`config.mk`:
```
export PLATFORM = sky130hd
export DESIGN_NAME = e1_sa_inserter
export DESIGN_NICKNAME = d
export VERILOG_FILES = /design/src/rtl/e1_sa_pkg.sv /design/src/rtl/e1_ts0_locator.sv /design/src/rtl/e1_sa_cfg.sv /design/src/rtl/e1_sa_select.sv /design/src/rtl/e1_sa_inserter.sv
export SDC_FILE = /design/constraint.sdc
export NUM_CORES = 1
export LEC_CHECK = 0
export ABC_AREA = 1
export BUFFER_PORTS_ARGS = -buffer_cell sky130_fd_sc_hd__buf_2
export CORE_MARGIN = 3
export CORE_UTILIZATION = 53
export CTS_CLUSTER_DIAMETER = 150
export DETAILED_ROUTE_END_ITERATION = 16
export PLACE_DENSITY = 0.78
export SETUP_SLACK_MARGIN = 0.4
export SLEW_MARGIN = 15
export SYNTH_ARGS = -nofsm -noshare
export SYNTH_HDL_FRONTEND = slang
export SYNTH_HIERARCHICAL = 1
export SYNTH_SLANG_ARGS = --single-unit
```
`constraint.sdc`:
```
create_clock -name clk -period 1.5 [get_ports clk]
set_input_delay 0.15 -clock clk [delete_from_list [all_inputs] [get_ports clk]]
set_output_delay 0.15 -clock clk [all_outputs]
set_load 0.01 [all_outputs]
```
`src/rtl/e1_sa_pkg.sv`:
```
package e1_sa_pkg;
    // Default geometry of one E1 frame and the national-bit field.
    localparam int DEF_FRAME_BITS = 256;
    localparam int DEF_SA_FIRST   = 3;   // bit index of Sa4 inside time slot 0
    localparam int DEF_SA_COUNT   = 5;   // Sa4 .. Sa8

    // Origin of the data-link bit.
    typedef enum logic {
        SRC_PIN  = 1'b0,
        SRC_HDLC = 1'b1
    } dl_src_e;

    // Registered output pair.
    typedef struct packed {
        logic vld;
        logic bit_v;
    } out_pair_t;
endpackage

```
`src/rtl/e1_ts0_locator.sv`:
```
module e1_ts0_locator #(
    parameter int FRAME_BITS = 256,
    localparam int CNT_W     = $clog2(FRAME_BITS)
) (
    input  logic             clk,
    input  logic             rst_n,
    input  logic             bit_vld,
    input  logic             frm_pulse,
    output logic [CNT_W-1:0] cur_pos,
    output logic             cur_nfas,
    output logic             cur_sync
);
    localparam logic [CNT_W-1:0] LAST_POS = CNT_W'(FRAME_BITS - 1);

    typedef struct packed {
        logic             synced;
        logic             nfas;
        logic [CNT_W-1:0] cnt;
    } loc_t;

    loc_t loc_d, loc_q;

    always_comb begin
        // Position of the bit present this cycle; a frame pulse overrides.
        cur_pos  = frm_pulse ? '0 : loc_q.cnt;
        cur_nfas = frm_pulse ? 1'b0 : loc_q.nfas;
        cur_sync = frm_pulse | loc_q.synced;

        loc_d = loc_q;
        if (bit_vld) begin
            loc_d.synced = cur_sync;
            if (cur_pos == LAST_POS) begin
                loc_d.cnt  = '0;
                loc_d.nfas = ~cur_nfas;
            end else begin
                loc_d.cnt  = cur_pos + 1'b1;
                loc_d.nfas = cur_nfas;
            end
        end
    end

    always_ff @(posedge clk) begin
        if (!rst_n) begin
            loc_q <= '0;
        end else begin
            loc_q <= loc_d;
        end
    end
endmodule

```
`src/rtl/e1_sa_cfg.sv`:
```
module e1_sa_cfg #(
    parameter int                  SA_COUNT = 5,
    parameter logic [SA_COUNT-1:0] RST_MASK = SA_COUNT'(1)
) (
    input  logic                clk,
    input  logic                rst_n,
    input  logic                cfg_we,
    input  logic [SA_COUNT-1:0] cfg_sa_en,
    output logic [SA_COUNT-1:0] sa_en
);
    logic [SA_COUNT-1:0] en_d, en_q;

    always_comb begin
        en_d = cfg_we ? cfg_sa_en : en_q;
    end

    always_ff @(posedge clk) begin
        if (!rst_n) begin
            en_q <= RST_MASK;
        end else begin
            en_q <= en_d;
        end
    end

    assign sa_en = en_q;
endmodule

```
`src/rtl/e1_sa_select.sv`:
```
module e1_sa_select #(
    parameter int SA_FIRST = 3,
    parameter int SA_COUNT = 5,
    parameter int CNT_W    = 8
) (
    input  logic                bit_vld,
    input  logic [CNT_W-1:0]    cur_pos,
    input  logic                cur_nfas,
    input  logic                cur_sync,
    input  logic                qualify,
    input  logic [SA_COUNT-1:0] sa_en,
    output logic                ins
);
    logic [SA_COUNT-1:0] hit;

    // One comparator per national bit position.
    for (genvar g = 0; g < SA_COUNT; g++) begin : g_sa
        localparam logic [CNT_W-1:0] SLOT = CNT_W'(SA_FIRST + g);
        assign hit[g] = sa_en[g] && (cur_pos == SLOT);
    end

    always_comb begin
        ins = bit_vld && cur_sync && cur_nfas && qualify && (|hit);
    end
endmodule

```
`src/rtl/e1_sa_inserter.sv`:
```
module e1_sa_inserter
    import e1_sa_pkg::*;
#(
    parameter int                  FRAME_BITS  = DEF_FRAME_BITS,
    parameter int                  SA_FIRST    = DEF_SA_FIRST,
    parameter int                  SA_COUNT    = DEF_SA_COUNT,
    parameter logic [SA_COUNT-1:0] SA_RST_MASK = SA_COUNT'(1)
) (
    input  logic                clk,
    input  logic                rst_n,
    input  logic                bit_vld,
    input  logic                ser_in,
    input  logic                frm_pulse,
    input  logic                pin_bit,
    input  logic                hdlc_bit,
    input  logic                src_hdlc,
    input  logic                dl_gen_en,
    input  logic                sig_en,
    input  logic                fa_ins_dis,
    input  logic                frame_dis,
    input  logic                cfg_we,
    input  logic [SA_COUNT-1:0] cfg_sa_en,
    output logic                ser_out,
    output logic                out_vld,
    output logic                dl_req
);
    localparam int CNT_W = $clog2(FRAME_BITS);

    logic [CNT_W-1:0]    cur_pos;
    logic                cur_nfas;
    logic                cur_sync;
    logic [SA_COUNT-1:0] sa_en;
    logic                qualify;
    logic                ins;
    logic                dl_bit;
    dl_src_e             src_sel;
    out_pair_t           out_d, out_q;

    // The two disables are accepted but never gate the Sa path.
    logic unused_disables;
    assign unused_disables = fa_ins_dis | frame_dis;

    e1_ts0_locator #(
        .FRAME_BITS (FRAME_BITS)
    ) u_loc (
        .clk       (clk),
        .rst_n     (rst_n),
        .bit_vld   (bit_vld),
        .frm_pulse (frm_pulse),
        .cur_pos   (cur_pos),
        .cur_nfas  (cur_nfas),
        .cur_sync  (cur_sync)
    );

    e1_sa_cfg #(
        .SA_COUNT (SA_COUNT),
        .RST_MASK (SA_RST_MASK)
    ) u_cfg (
        .clk       (clk),
        .rst_n     (rst_n),
        .cfg_we    (cfg_we),
        .cfg_sa_en (cfg_sa_en),
        .sa_en     (sa_en)
    );

    e1_sa_select #(
        .SA_FIRST (SA_FIRST),
        .SA_COUNT (SA_COUNT),
        .CNT_W    (CNT_W)
    ) u_sel (
        .bit_vld  (bit_vld),
        .cur_pos  (cur_pos),
        .cur_nfas (cur_nfas),
        .cur_sync (cur_sync),
        .qualify  (qualify),
        .sa_en    (sa_en),
        .ins      (ins)
    );

    always_comb begin
        qualify = ~dl_gen_en | sig_en;
        src_sel = dl_src_e'(src_hdlc);
        dl_bit  = (src_sel == SRC_HDLC) ? hdlc_bit : pin_bit;

        out_d.vld   = bit_vld;
        out_d.bit_v = bit_vld & (ins ? dl_bit : ser_in);
    end

    always_ff @(posedge clk) begin
        if (!rst_n) begin
            out_q <= '0;
        end else begin
            out_q <= out_d;
        end
    end

    assign ser_out = out_q.bit_v;
    assign out_vld = out_q.vld;
    assign dl_req  = ins;
endmodule

```
==> metrics.txt, run 1 <==
run status=complete, but fails checks; failing checks=negative setup slack; Worst Tran Pin Value=around 310 ps; CTS tree=done; DR vias=approximately 1100; Post-Syn Nets=about 180; final setup margin=-56.47 ps; Netlist cell types=23; Int Power=616.2 uW; GRT Util Overall=0.2249; drt drc=0; Critical Path Fanout Max=3; initial antenna violation count=0; Area Growth Syn to Fin=37.45%; pin count of the biggest net entering global routing=14; clock root cell=clkbuf_4; first-pass GRT wire length=between 4000 and 5000 um; Port-buffer cells=18; Setup Crit Path Kind=reg -> out; Final Skew=between 1 and 1.5 ps; sw frac=0.2785; Seq/Total Area, Yosys=0.3362; Syn Std Cell Area=between 1000 and 1500 um^2; most frequent cells in the layout=40 x nand2_1, 20 x nor2_1, 19 x inv_1, 18 x buf_2, 12 x nor2_2; PwrDens=613.9 nW/um^2; number of global-route vias before repair=approximately 1100; clk slew on worst S/H paths=100 ps; max_cap viols=0; total gr overflow=0; most common cell after layout, fill and taps aside=nand2_1; initial core utilization=0.5738; routability cong.=about 0.87; CTS Buf Count=3; hold_ws=~60 ps; share of layout cells above drive strength 1=0.4416; worst skew pair latency=300 ps; leading area contributor after synthesis=dfxtp_1; CP endpoint kind=output pin; worst slack, placed=134.1 ps; Synth Instances=around 160; worst endpoint required time=roughly 1400 ps; ant diodes=0; Max clock buf depth=2; Fmax achieved=roughly 0.64 GHz; peak supply drop=around 0.65 mV; Tcrit/Tclk final=1.038; Worst Path Arrival=~1400 ps; #FFs+latches synth=17; Post-Route WL=approximately 2600 um; Top Ports=21; worst min-delay path class=in -> reg; hold_buf cts=0; CTS H-Tree Depth=1; Synth area leaders=dfxtp_1 34%, nand2_1 16%, nor2_1 11%; vias per inst=a little over 5; initial DRC count=27; Final Slew Violations=0; routed len/inst=roughly 12 um; sequential power share=0.555; Final Cell Area=1391 um^2; Row Count=15; Fin Setup TNS=-56.47 ps; Slew HR=0.7910; combinational cell fraction of total power=0.152; worst-case reg-to-reg path depth=10; Avg Cell Area, Syn=between 6 and 7 um^2; unrepaired setup endpoints after global routing=yes; final setup violating endpoints=1; Clk pwr share=0.293; Core Area=about 1800 um^2; min cycle time layout=1556 ps; DP Area=1159 um^2; Final Util=0.7887; Hold Fails Final Rpt=0; Pre-antenna DRT Iters=4; DRT antenna net count=0; Hold Path Stages=3; Die Area=2470 um^2; Synth top area share=0.3362; die height=between 40 and 50 um; synth warn=6; DP HPWL=1600 um; fin nets=217; Sink Count=17; Worst setup SP type=flip-flop; Net Sw Power=around 240 uW; die width=~50 um; Pleak=about 0.00066 uW
per-stage QoR:
stage,total power (uW),std cells
after global placement,588.5,205
after floorplan,552.3,163
after global routing,895.1,222
after CTS,851.1,219
final,854.1,222
after detailed placement,593.3,205
logic make-up (layout without fill, tap and decap cells):
group / Yosys count / in the layout / synth area share
xor gates and xnor gates: 1 / 1 / 0.008654
buffers and inverters: 31 / 65 / 0.1285
DFF: 17 / 17 / 0.3362
and+or+nand+nor: 101 / 101 / 0.4549
AOI/OAI and AO/OA: 12 / 12 / 0.05933
adders and majority gates: 1 / 1 / 0.01236
layer usage:
| layer | part of all wire | track usage | vias to the layer above |
|---|---|---|---|
| met4 | 0.018 | 0.09217 | 0 |
| li1 | - | - | 566 |
| met5 | 0 | 0 | - |
| met2 | 0.51 | 0.4075 | 33 |
| met3 | 0.057 | 0.06042 | 7 |
| met1 | 0.41 | 0.2430 | 520 |
registers in the layout, summed over array words and instances, names as in the netlist:
register     flops
u_cfg/sa_en      5
u_loc/loc_q     10
ser_out          1
out_vld          1
critical path: stages (launching register included):
cell	delay [ps]
dfxtp_2	340
inv_2	70
nor2_4	40
nor2_2	130
nand2_1	80
nor2_2	120
nand3_2	70
nor2_2	120
buf_2	140
final cells by class:
class / count / area, um^2
clock buffer: 3 / 22.52
clock inverter: 1 / 5.005
fill: 128 / 372.9
inverter: 29 / 111.4
multi-input combinational: 115 / 650.6
sequential: 17 / 352.8
tap: 25 / 31.28
timing repair buffer: 32 / 217.7
what timing repair did:
item                                   4_1_cts  5_1_grt
setup endpoints to repair                   11       11
resized for setup                           21       14
buffers inserted                            10        3
endpoints found under the hold margin        0        0
pin swaps                                    8       11
synth_stat cells:
master	count
a21oi_1	9
nand2_1	42
inv_2	1
o21ai_1	1
nand4_1	3
nand2_2	5
buf_6	1
nand3_1	11
dfxtp_1	17
nand3b_1	1
clkinv_1	1
nor2_4	1
nand2_4	1
inv_1	26
nor2_2	5
o21ai_0	2
nand3_2	2
xor2_1	1
nor3b_1	1
inv_4	1
nor2_1	29
ha_1	1
buf_4	1
power groups by stage:
stage	combinational [uW]	clock, uW	sequential [uW]
finish	130	251	474
global route	147	273	475
CTS	121	257	473
detailed placement	106	0	487
global placement	102	0	486
floorplan	66.3	0	486
worst paths after layout:
kind | from | slack, ps | end
max | u_loc/loc_q[5] | -60 | dl_req
min | cfg_sa_en[0] | 60 | u_cfg/sa_en[0]
max reg2reg | u_loc/loc_q[1] | 0 | u_loc/loc_q[4]
min reg2reg | u_loc/loc_q[9] | 470 | u_loc/loc_q[9]
Power figures use the tool's default switching activity.
==> run 2: changes to the inputs <==
- ABC_AREA: 1 -> unset
- CORE_UTILIZATION: 53 -> 52
- PLACE_DENSITY: 0.78 -> 0.77
==> run 2 against run 1 <==
The run still ends with negative setup slack left; flip-flop and latch count stayed put; global-route usage is 1.9 points lower; via count decreased by 15%; critical path depth shrank 3; worst setup slack got worse by 340 ps; critical path type unchanged; sequential power barely moved; total power shrank 1.3%; cell area decreased by 6.3%; die area down 5.0%; clock skew grew 3.1 ps; first-iteration DRC count stayed put; utilization up 2.9 points.
==> metrics.txt, run 2 <==
total gr overflow=0; Post-synth top flop=dfxtp_1; Tcrit/Tclk final=1.267; Critical Path Fanout Max=2; final setup violating endpoints=9; DP HPWL=1701 um; Fmax achieved=roughly 0.53 GHz; most numerous cell in the Yosys netlist=dfxtp_1; CTS H-Tree Depth=1; die width=48.45 um; Port-buffer cells=18; peak supply drop=0.4422 mV; clk slew on worst S/H paths=around 100 ps; initial antenna violation count=0; initial core utilization=0.5879; Die Area=2347 um^2; Fin Setup TNS=-1395 ps; CTS tree=done; worst endpoint required time=roughly 1400 ps; ant diodes=0; Area Growth Syn to Fin=39.12%; fin nets=~170; FF+latch area=344.1 um^2; DR vias=a little under 1000; Final Skew=roughly 4.3 ps; leading area contributor after synthesis=dfxtp_1; GRT Util Overall=0.2064; Synth top area share=0.3632; Hold Path Stages=3; r2r setup slk=-350 ps; Post-synth EDFFs=0; synth warn=6; CP endpoint kind=output pin; run status=complete, but fails checks; # fillers=95; CTS Buf Count=3; Pleak=0.0005730 uW; max reg flops=10; Pre-antenna DRT Iters=5; worst min-delay path class=in -> reg; PwrDens=approximately 650 nW/um^2; Top Ports=21; worst-case hold path end point=u_cfg/sa_en[0]; routed len/inst=13.84 um; first-pass GRT wire length=~3900 um; Syn Std Cell Area=937.1 um^2; Avg Cell Area, Syn=a little under 9 um^2; hold path start=cfg_sa_en[0]; FF-to-FF End=ser_out; dpl cells=~170; reg2reg start=u_loc/loc_q[3]; die height=48.45 um; largest family of logic cells by synthesized area=simple AND/OR/NAND/NOR gates; Hold Fails Final Rpt=0; vias per inst=about 5.5; ys async rst share=0; worst-case reg-to-reg path depth=9; min cycle time layout=between 1500 and 2000 ps; hold_ws=around 74 ps; multi-input logic area=just over 600 um^2; number of global-route vias before repair=around 950; Commonest cells post-synth=17 x dfxtp_1, 11 x a21oi_1, 10 x nor2b_1, 8 x nor2_1, 7 x mux2i_1; worst skew pair latency=between 200 and 300 ps; Synth Area in XOR/XNOR=0; Biggest register=u_loc/loc_q; Synth Area in Compound Gates=0.1883; Sink Count=17; routability cong.=just over 0.9; hold_buf cts=0; Core Area=about 1600 um^2; Worst Tran Pin Value=~330 ps; Seq/Total Area, Yosys=0.3632; worst slack, placed=-235.4 ps; unrepaired setup endpoints after global routing=yes; simple-gate portion of the synthesized area=0.3231; Row Count=14; share of layout cells above drive strength 1=0.4106; most frequent cells in the layout=20 x buf_4, 18 x buf_2, 14 x dfxtp_1, 10 x a21oi_1, 9 x nor2b_1; failing checks=negative setup slack; drt drc=0; Synth area leaders=dfxtp_1 36%, mux2i_1 7.5%, nor2b_1 6.7%; Max clock buf depth=2; multiplexer share of the synthesized area=0.07477; Final Slew Violations=0; Layout Cells excl Fill=175; Worst Path Arrival=about 1800 ps; Worst setup SP type=flip-flop; adder-cell share of the synthesized area=0.01335; Synth Instances=108; Netlist cell types=39; most common cell after layout, fill and taps aside=buf_4; initial DRC count=27; Post-Syn Nets=approximately 130; pin count of the biggest net entering global routing=15; Slew HR=0.7780; Post-Route WL=roughly 2400 um; clock root cell=clkbuf_4; DRT antenna net count=0; #FFs+latches synth=17; Setup Crit Path Kind=reg -> out; max_cap viols=0; final setup margin=-399.9 ps
==> run 2: stage by stage <==
stage	utilization	cell area (um^2)	power [uW]
finish	0.8179	1304	842.8
global route	0.8179	1304	882.0
CTS	0.8077	1287	843.6
detailed placement	0.7567	1206	598.4
global placement	0.7567	1206	595.8
floorplan	-	964.7	549.8
==> run 2: layout make-up <==
class,count,share of cell area
Tap cell,24,0.02303
Inverter,4,0.01152
Timing Repair Buffer,42,0.2188
Multi-Input combinational cell,84,0.4626
Sequential cell,17,0.2639
Clock buffer,4,0.02015
==> run 2: kinds of logic (layout without fill, tap and decap cells) <==
family	after synthesis	in the layout
fa+ha+maj	1	1
mux	7	7
buf+inv	7	50
flops	17	17
simple gates	50	50
compound gates	26	26
==> run 2: routing by layer <==
layer / GRT usage / wire length, um / part of all wire
met3: 0.03374 / 123 / 0.051
met2: 0.3876 / 1224 / 0.51
met1: 0.2224 / 1044 / 0.43
met5: 0 / 0 / 0
met4: 0.09953 / 29 / 0.012
==> run 2: worst max-delay path by stage <==
| stage | start | to | slack [ps] | cells after the start |
|---|---|---|---|---|
| floorplan | u_loc/loc_q[1] | ser_out | -130 | 6 |
| global placement | frm_pulse | dl_req | -210 | 6 |
| detailed placement | frm_pulse | dl_req | -240 | 6 |
| CTS | u_loc/loc_q[1] | dl_req | -400 | 5 |
| global route | u_loc/loc_q[1] | ser_out | -490 | 9 |
| finish | u_loc/loc_q[3] | dl_req | -400 | 5 |
==> run 2: what timing repair did <==
item,in CTS,in global routing
endpoints found under the setup margin,11,11
cloned,0,0
resized for setup,7,3
pin swaps,4,0
buffers inserted,4,1
==> run 2: worst max-delay path, cell delays in order (launching register included) <==
cell and delay, ps:
dfxtp_1 320, nor2b_1 140, nor4b_2 310, nand3_1 160, a2111oi_4 350, buf_2 200
==> run 2: where the power goes <==
part	leakage, uW	switching, uW	internal (uW)
logic	0.000418	63.2	60.6
registers	0.000140	7.79	467
clock network	0.0000150	141	103
total	0.000573	212	631
==> run 3: changes to the inputs <==
- CAP_MARGIN: unset -> 20
- CORE_MARGIN: 3 -> 4
- REMOVE_ABC_BUFFERS: unset -> 1
==> run 3 against run 2 <==
Sequential share of layout area is 1.0 points lower; critical path depth stayed put; flip-flop and latch count stayed put; largest power group unchanged; the run still ends with negative setup slack left; cell area is 5.3% higher; count of clock-buffer cells in the layout is 1 lower; global-route usage is 4.8 points higher.
==> metrics.txt, run 3 (synthesis gave the netlist of run 2 again) <==
Critical Path Fanout Max=2; min cycle time layout=1878 ps; Row Count=15; Sink Count=17; Biggest register=u_loc/loc_q; routability cong.=roughly 0.82; worst skew pair latency=290 ps; r2r setup slk=-220 ps; Port-buffer cells=18; vias per inst=5.678; Core Area=between 1500 and 2000 um^2; share of layout cells above drive strength 1=0.4803; die height=50.45 um; CP endpoint kind=output pin; reg2reg start=u_loc/loc_q[1]; ant diodes=0; worst endpoint required time=1350 ps; total gr overflow=0; initial DRC count=42; Hold Fails Final Rpt=0; Critical Path Sink=dl_req; DP HPWL=around 2000 um; first-pass GRT wire length=4809 um; Final Slew Violations=0; Layout Cells excl Fill=about 180; failing checks=negative setup slack; CTS H-Tree Depth=1; drt drc=0; clock root cell=clkbuf_4; Max clock buf depth=2; DP Area=1181 um^2; PwrDens=between 600 and 700 nW/um^2; Fmax achieved=0.5325 GHz; Worst setup SP type=flip-flop; DRT antenna net count=0; CTS Buf Count=3; Final Util=0.8037; Area Growth Syn to Fin=46.46%; max reg flops=10; Slew HR=0.7684; dpl cells=approximately 170; worst min-delay path class=in -> reg; die width=between 50 and 60 um; most frequent cells in the layout=22 x buf_4, 18 x buf_2, 13 x dfxtp_1, 9 x nor2b_1; most common cell after layout, fill and taps aside=buf_4; fin nets=about 170; clk slew on worst S/H paths=about 100 ps; Final Cell Area=approximately 1400 um^2; number of global-route vias before repair=1058; initial core utilization=0.5487; Die Area=approximately 2500 um^2; Worst Tran Pin Value=345.3 ps; run status=complete, but fails checks; Pre-antenna DRT Iters=4; peak supply drop=approximately 0.56 mV; FF-to-FF End=ser_out; routed len/inst=about 17 um; unrepaired setup endpoints after global routing=yes; Worst Path Arrival=approximately 1700 ps; hold_buf cts=0; pin count of the biggest net entering global routing=11; CTS tree=done; Tcrit/Tclk final=1.252; GRT Util Overall=0.2544; initial antenna violation count=0; Setup Crit Path Kind=reg -> out; Top Ports=21; CP Launch Point=u_loc/loc_q[1]; DR vias=1005; final setup violating endpoints=9; Pleak=just under 0.0006 uW; Final Skew=roughly 3.5 ps; worst-case reg-to-reg path depth=7; final setup margin=-377.9 ps; Post-Route WL=a little under 3000 um; max_cap viols=0; worst slack, placed=-321.8 ps
==> run 3: cell types whose count changed in the layout (fill, tap and decap cells not counted), sizes merged <==
cell	before	now
clkinv	1	2
clkbuf	4	3
buf	42	43
==> run 3: power by group <==
group	switching, uW	leakage, uW	internal (uW)
Clock	147	0.0000177	99.1
Combinational	74.4	0.000422	62.8
Sequential	8.25	0.000141	465
Total	229	0.000580	627
==> run 3: worst min path at each step <==
stage                            start              to  cells past startpoint  slack (ps)
final                            rst_n  u_cfg/sa_en[0]                      2         100
after global routing             rst_n  u_cfg/sa_en[0]                      2         110
after floorplan                  rst_n  u_cfg/sa_en[0]                      1         210
after global placement    cfg_sa_en[0]  u_cfg/sa_en[0]                      3         370
after CTS                        rst_n  u_cfg/sa_en[0]                      2          90
after detailed placement         rst_n  u_cfg/sa_en[0]                      2         390
==> run 3: routing by layer <==
layer,wire [um],part of all wire,global-route usage,up-vias
met5,0,0,0,-
met4,82,0.028,0.1435,0
met3,159,0.054,0.03264,10
met2,1682,0.57,0.4978,40
met1,1034,0.35,0.2509,477
li1,-,-,-,478
==> run 3: cell type report <==
class	count	area, um^2
Multi-Input combinational cell	84	661.9
Sequential cell	17	347.8
Fill cell	111	335.3
Timing Repair Buffer	43	289.0
Tap cell	25	31.28
Clock buffer	3	22.52
Inverter	4	15.01
Clock inverter	1	5.005
==> run 3: what timing repair did <==
item	4_1_cts	5_1_grt
resized for setup	26	5
pin swaps	13	10
setup buffers	2	4
setup endpoints to repair	11	11
==> run 3: metrics by stage <==
step / total power (uW) / setup TNS, ps / hold slack [ps]
after floorplan: 533.5 / -1242 / 211.9
after global placement: 596.3 / -1232 / 366.1
after detailed placement: 603.8 / -2147 / 394.9
after CTS: 856.7 / -866.6 / 87.15
after global routing: 891.6 / -2119 / 111.8
final: 856.4 / -1444 / 98.35
==> run 3: critical path, stage by stage (launching register included) <==
cell	delay (ps)
dfxtp_2	340
nor2b_4	130
a21oi_1	70
or4b_4	500
a2111oi_4	210
buf_2	180
